## src/rtl/sup_timer_pkg.sv

```systemverilog
package sup_timer_pkg;
  typedef enum logic {
    TMR_EXT = 1'b0,
    TMR_INT = 1'b1
  } tmr_mode_e;

  typedef struct packed {
    logic      fine;
    tmr_mode_e mode;
  } tmr_ctl_t;
endpackage

```

## src/rtl/sup_timer_prescale.sv

```systemverilog
module sup_timer_prescale #(
  parameter int COARSE_DIV = 32768,
  parameter int FINE_DIV   = 512
) (
  input  logic clk,
  input  logic rst_n,
  input  logic clear,
  input  logic enable,
  input  logic fine,
  output logic tick
);
  localparam int MAXDIV = (COARSE_DIV > FINE_DIV) ? COARSE_DIV : FINE_DIV;
  localparam int PW     = (MAXDIV > 2) ? $clog2(MAXDIV) : 1;
  localparam logic [PW-1:0] C_LIM = PW'(COARSE_DIV - 1);
  localparam logic [PW-1:0] F_LIM = PW'(FINE_DIV - 1);

  logic [PW-1:0] cnt_q;
  logic [PW-1:0] lim;
  logic          wrap;

  assign lim = fine ? F_LIM : C_LIM;

  generate
    if (MAXDIV == 1) begin : g_trivial
      assign wrap = 1'b1;
    end else begin : g_cmp
      assign wrap = (cnt_q == lim);
    end
  endgenerate

  assign tick = enable && !clear && wrap;

  always_ff @(posedge clk or negedge rst_n) begin
    if (!rst_n)                cnt_q <= '0;
    else if (clear || !enable) cnt_q <= '0;
    else if (wrap)             cnt_q <= '0;
    else                       cnt_q <= cnt_q + 1'b1;
  end
endmodule

```

## src/rtl/sup_timer_units.sv

```systemverilog
module sup_timer_units #(
  parameter int VALUE_W = 7
) (
  input  logic               clk,
  input  logic               rst_n,
  input  logic               load,
  input  logic [VALUE_W-1:0] load_val,
  input  logic               abort,
  input  logic               tick,
  output logic               running,
  output logic               expire
);
  logic [VALUE_W-1:0] left_q;
  logic               run_q;

  assign running = run_q;
  assign expire  = run_q && tick && (left_q == '0) && !load && !abort;

  always_ff @(posedge clk or negedge rst_n) begin
    if (!rst_n) begin
      run_q  <= 1'b0;
      left_q <= '0;
    end else if (abort) begin
      run_q  <= 1'b0;
    end else if (load) begin
      run_q  <= 1'b1;
      left_q <= load_val;
    end else if (run_q && tick) begin
      if (left_q == '0) run_q  <= 1'b0;
      else              left_q <= left_q - 1'b1;
    end
  end
endmodule

```

## src/rtl/sup_timer_flag.sv

```systemverilog
module sup_timer_flag (
  input  logic clk,
  input  logic rst_n,
  input  logic set,
  input  logic clr,
  output logic flag
);
  always_ff @(posedge clk or negedge rst_n) begin
    if (!rst_n)   flag <= 1'b0;
    else if (set) flag <= 1'b1;
    else if (clr) flag <= 1'b0;
  end
endmodule

```

## src/rtl/sup_timer.sv

```systemverilog
module sup_timer
  import sup_timer_pkg::*;
#(
  parameter int VALUE_W    = 7,
  parameter int COARSE_DIV = 32768,
  parameter int FINE_DIV   = 512
) (
  input  logic               clk,
  input  logic               rst_n,
  input  logic               cfg_we,
  input  logic [VALUE_W-1:0] cfg_value,
  input  logic               cfg_fine,
  input  logic               cfg_internal,
  input  logic               cpu_start,
  input  logic               proto_start,
  input  logic               irq_clr,
  output logic               irq,
  output logic               running
);
  logic [VALUE_W-1:0] value_q;
  tmr_ctl_t           ctl_q;
  logic               start_go;
  logic               tick_w;
  logic               expire_w;

  always_ff @(posedge clk or negedge rst_n) begin
    if (!rst_n) begin
      value_q <= '0;
      ctl_q   <= '{fine: 1'b0, mode: TMR_EXT};
    end else if (cfg_we) begin
      value_q <= cfg_value;
      ctl_q   <= '{fine: cfg_fine, mode: tmr_mode_e'(cfg_internal)};
    end
  end

  assign start_go = (ctl_q.mode == TMR_INT) ? proto_start : cpu_start;

  sup_timer_prescale #(
    .COARSE_DIV(COARSE_DIV),
    .FINE_DIV  (FINE_DIV)
  ) u_pre (
    .clk   (clk),
    .rst_n (rst_n),
    .clear (start_go || cfg_we),
    .enable(running),
    .fine  (ctl_q.fine),
    .tick  (tick_w)
  );

  sup_timer_units #(
    .VALUE_W(VALUE_W)
  ) u_units (
    .clk     (clk),
    .rst_n   (rst_n),
    .load    (start_go),
    .load_val(value_q),
    .abort   (cfg_we),
    .tick    (tick_w),
    .running (running),
    .expire  (expire_w)
  );

  sup_timer_flag u_flag (
    .clk  (clk),
    .rst_n(rst_n),
    .set  (expire_w),
    .clr  (irq_clr),
    .flag (irq)
  );
endmodule

```

## config.mk

```make
export PLATFORM = sky130hd
export DESIGN_NAME = sup_timer
export DESIGN_NICKNAME = d
export VERILOG_FILES = /design/src/rtl/sup_timer_pkg.sv /design/src/rtl/sup_timer_prescale.sv /design/src/rtl/sup_timer_units.sv /design/src/rtl/sup_timer_flag.sv /design/src/rtl/sup_timer.sv
export SDC_FILE = /design/constraint.sdc
export NUM_CORES = 1
export LEC_CHECK = 0
export ABC_AREA = 1
export ABC_CLOCK_PERIOD_IN_PS = 1800
export BUFFER_PORTS_ARGS = -buffer_cell sky130_fd_sc_hd__buf_2
export CAP_MARGIN = 10
export CORE_ASPECT_RATIO = 0.75
export CORE_MARGIN = 2
export CORE_UTILIZATION = 39
export CTS_CLUSTER_DIAMETER = 30
export CTS_CLUSTER_SIZE = 28
export DETAILED_ROUTE_END_ITERATION = 10
export PLACE_DENSITY_LB_ADDON = 0.25
export RECOVER_POWER = 25
export SLEW_MARGIN = 10
export SYNTH_ARGS = -nofsm -noshare
export SYNTH_HDL_FRONTEND = slang
export SYNTH_SLANG_ARGS = --single-unit
```

## constraint.sdc

```tcl
create_clock -name clk -period 1.8 [get_ports clk]
set_input_delay 0.18 -clock clk [delete_from_list [all_inputs] [get_ports clk]]
set_output_delay 0.18 -clock clk [all_outputs]
set_load 0.01 [all_outputs]
```

**Word-level counts from Yosys, hierarchy flattened**

Index checks and enable logic that the tools add are counted.

- Memories: 0
- Latch bits: 0
- Bits in writable memories: 0
- Register bits after elaboration: 33
- Word-level logic and storage cells: 44
- ROM bits: 0

- Equal/unequal tests: 2
- $mul: 0
- Bitwise logic cells: 1
- Reduce and logical (&&, ||, !) cells: 19
- Add/sub/neg operators: 2
- Order comparisons: 0
- Mux-type cells: 13
- Div/mod/pow operators: 0
- Shift-type cells: 0

Operator list:

| operator | count |
|---|---|
| 2-to-1 mux 15 bit | 3 |
| 2-to-1 mux 7 bit | 3 |
| adder 15 x 1 -> 15 bit, second input constant | 1 |
| equality test 15 bit | 1 |
| logical NOT 7 bit | 1 |
| 2-to-1 mux 1 bit | 7 |
| subtractor 7 x 1 -> 7 bit, second input constant | 1 |
| logical AND 1 bit | 6 |
| nonzero test 3 bit | 2 |
| logical NOT 1 bit | 4 |
| nonzero test 2 bit | 2 |
| AND reduction 3 bit | 1 |
| logical OR 1 bit | 2 |
| != test 2 bit, second input constant | 1 |
| AND reduction 2 bit | 1 |
| NOT 1 bit | 1 |

**Depth between registers and ports, before layout**

- Depth in word-level cells: 10
- Mapped depth: 9
- Gate-level depth less buffers: 9

**By module**

From an unflattened synthesis, not the netlist that was laid out.

- Cells, all modules: 252
- Area total of the unflattened synthesis: 1,878.1 um^2

By module, submodules not included:

| module | cells each | area an instance (um^2) | seq. area each (um^2) | times used |
|---|---|---|---|---|
| sup_timer_prescale | 122 | 869.6 | 375.4 | 1 |
| sup_timer_units | 83 | 605.6 | 200.2 | 1 |
| sup_timer | 42 | 362.8 | 225.2 | 1 |
| sup_timer_flag | 5 | 40.0 | 25.0 | 1 |

**Worst setup path after synthesis**

Ideal clock, no wire load.

- Path type: reg2reg
- Start point: register u_pre.cnt_q[0]
- End point: register u_units.left_q[2]
- Cell stages (with the launch flop): 10
- Arrival: 1,304 ps
- Buffers on the path: 0
- Slack: 430 ps
- Path through: dfrtp_1 -> ha_1 -> nand2_1 -> nor2_4 -> nand2_4 -> nor2_8 -> nand4_4 -> nand2_4 -> nand2_1 -> nand2_1

- Cells in the longest elaborated chain, start to end: 5

Ends and longest elaborated chain:

| item | line | text |
|---|---|---|
| start, declared | sup_timer_prescale.sv:17 | `logic [PW-1:0] cnt_q;` |
| start signal, assigned | sup_timer_prescale.sv:37 | `else cnt_q <= cnt_q + 1'b1;` |
| equality test 15 bit | sup_timer_prescale.sv:27 | `assign wrap = (cnt_q == lim);` |
| logical AND 1 bit | sup_timer_prescale.sv:31 | `assign tick = enable && !clear && wrap;` |
| logical AND 1 bit | sup_timer_units.sv:28 | `end else if (run_q && tick) begin` |
| nonzero test 2 bit (no source line) | -- |  |
| AND reduction 3 bit (no source line) | -- |  |
| end signal, assigned | sup_timer_units.sv:27 | `left_q <= load_val;` |
| end signal, assigned | sup_timer_units.sv:30 | `else left_q <= left_q - 1'b1;` |
| end, declared | sup_timer_units.sv:13 | `logic [VALUE_W-1:0] left_q;` |

Every way passes these cells.
A chain may end at the register's enable or synchronous reset.

**Worst setup path in the final report**

- Start point: register u_pre.cnt_q[0]
- End point: register u_units.left_q[0]

Same word-level chain as after synthesis.

==> metrics.cfg <==
[synth]
ys_ff_latch=33
yosysSeqAreaShare_pct=47.1
yosys.area.top_type=dfrtp_1
syn-num-nets=239
synth_area_leaders=dfrtp_1, nand2_1, inv_1, o21ai_0, nor2_1
syn_area_per_cell_sq_um=7.94
syn_area_sq_mm=0.00175
yosysTopAreaCellShare_pct=47.1
syn_inst=221
synth_warnings=0
synth_cell_type_count=22

[clock_network]
hold_buffers=1
ctsResizeCount=0
clock_path_buffers=2
postCtsSetupRepairBufs=0
cts_tree=yes
clk_latency_ns=0.28
htreeDepth=2
path_clk_slew_ns=0.07
root_buffer=clkbuf_8
cts.sinks=33
cts_buffers=5

[global_routing]
grt_pass1_wl_um=6410
antenna_found_initial=0
grt_usage_pct=17.2
grt_pass1_vias=1399
grt.overflow.total=0
grt_start_max_net_pins=34

[die]
ios=17
die_w_um=81.4
start_util_pct=40.0
fp.coreArea_sq_mm=0.00439
placement_rows=21
die-area_sq_mm=0.00506
die_y_um=62.1

[job]
maxCapViolCount=0

[pwr]
p_leak_nw=1.01
p_per_area_mw_per_mm2=953
peakVddDrop_mv=0.377

[sta]
slew_viol_final=0
timing_hold_violations_final=0
finalSetupViolCount=0
setup_slack_ns=0.222
skew_ns=0.00499
min_period_over_period_pct=87.7
max_freq_mhz=634
tightest_slew_ns=0.819
relSlewSlack_pct=45.4
post-route-min-period_ns=1.58
rsz0062_at_grt=false
tns_ns=0

[detailed_routing]
firstDrtPassIters=4
antenna_left=0
drtIter0Drc=103
drc_errors=0
vias_per_cell=4.65
wl_um=3450
via_count=1409
wl_per_cell_um=11.4

[critical_path]
crit_chain=ha_1, nand2_1, nor2_4, nand2_4, nor2_8, nand4_4, nand2_4, nand2_1, nand2_1
crit_arrival_ns=1.80
endpoint_kind=flip-flop
r2r_end=u_units.left_q[0]
worstPathMaxFanout=8
r2r_slack_ns=0.22
reg2reg_depth=9
reg2reg_from=u_pre.cnt_q[0]
crit_slowest_cell=dfrtp_1
slowest_delay_ns=0.39
cpMostUsedCell=nand2_1
worstSetupPathType=flip-flop to flip-flop
critPathLaunchType=flip-flop
critPathRequiredTime_ns=2.02

[placed_design]
finalWeightedCongestion=0.802
detailedPlace.worstSlack_ns=0.219
dp_hpwl_um=2570
dpl.cell_count=294
port_buffers=16
placed_area_sq_mm=0.00191

[layout]
final_cell_mix=nand2_1, dfrtp_1, inv_1, nor2_1, o21ai_0
area_growth_pct=15.1
instances_no_fill=303
num_antenna_cells=0
nets=263
fin_area_sq_mm=0.00202
final_common_cell=nand2_1
drive_gt1_share_pct=15.9
fillers=459

[hold_path]
hold_class=input pin to flip-flop
holdPathEnd=u_flag.flag
worstHoldPathCells=2
min_from=irq_clr

[status]
status=complete, no violations

[logic make-up (layout without fill, tap and decap cells)]
group	Yosys count	after routing	synth area share (%)
compound gates	25	25	7.77
xor+xnor	6	6	3.00
fa+ha+maj	3	3	2.14
buf+inv	34	59	7.28
flops	33	33	47.1
simple gates	120	120	32.7
[final cells by class]
type | count | area [sq um] | area share (%)
Clock buffer | 7 | 96.3 | 4.77
Clock inverter | 1 | 5.00 | 0.248
Inverter | 33 | 124 | 6.14
Multi-Input combinational cell | 154 | 801 | 39.7
Sequential cell | 33 | 826 | 40.9
Tap cell | 57 | 71.3 | 3.53
Timing Repair Buffer | 18 | 95.1 | 4.71
[layer usage]
layer	share of wire (%)	wire [um]	global-route usage (%)
met4	1.7	59	7.75
met3	4.1	141	4.77
met1	53	1840	24.3
met2	41	1410	24.8
met5	0	0	0
[critical path, delay by kind of cell (launching register included)]
family	cells	cell delay, ns
and+or+nand+nor	8	0.95
DFF	1	0.39
adders and majority gates	1	0.18
[per-stage QoR]
step                      hold WS (ns)  util (%)  power (mW)
after floorplan                 -0.116         -        1.19
after global placement           0.295      43.5        1.31
after detailed placement         0.286      43.5        1.31
after CTS                       0.0857      46.1        1.94
after global routing            0.0993      46.0        2.07
final                           0.0921      46.0        1.92
[power by group]
| part | leakage (nW) | internal (mW) | switching (mW) | total [mW] |
|---|---|---|---|---|
| Clock | 0.0542 | 0.346 | 0.276 | 0.622 |
| Combinational | 0.518 | 0.153 | 0.262 | 0.415 |
| Sequential | 0.434 | 0.820 | 0.0653 | 0.886 |
[registers in the layout, indices dropped and copies added (netlist names)]
name             flops
ctl_q                2
u_units.left_q       7
value_q              7
u_pre.cnt_q         15
u_units.running      1
u_flag.flag          1
[worst max-delay path by stage]
stage / startpoint / end / slack [ns] / depth (start not counted)
2_1_floorplan: u_pre.cnt_q[0] / u_units.left_q[2] / 0.43 / 9
3_3_place_gp: u_pre.cnt_q[0] / u_units.left_q[2] / 0.30 / 9
3_5_place_dp: u_pre.cnt_q[0] / u_units.left_q[4] / 0.22 / 9
4_1_cts: u_pre.cnt_q[0] / u_units.left_q[4] / 0.20 / 9
5_1_grt: u_pre.cnt_q[0] / u_units.left_q[3] / 0.05 / 9
6_report: u_pre.cnt_q[0] / u_units.left_q[0] / 0.22 / 9
[cell usage after synthesis]
| cell type | number |
|---|---|
| xnor2_1 | 2 |
| nand3_1 | 13 |
| nor2_1 | 23 |
| a21oi_1 | 5 |
| nor2_8 | 1 |
| nor2_4 | 3 |
| nor3b_1 | 2 |
| dfrtp_1 | 33 |
| nand2_4 | 2 |
| clkbuf_1 | 1 |
| ha_1 | 3 |
| xor2_1 | 4 |
| nand2_1 | 61 |
| nand2_2 | 3 |
| inv_2 | 3 |
| nor2_2 | 2 |
| inv_1 | 30 |
| nor3_1 | 5 |
| nand4_4 | 1 |
| o21ai_4 | 1 |
| o21ai_0 | 19 |
| nand4_1 | 4 |
No activity file was read; power rests on OpenSTA's default activity.
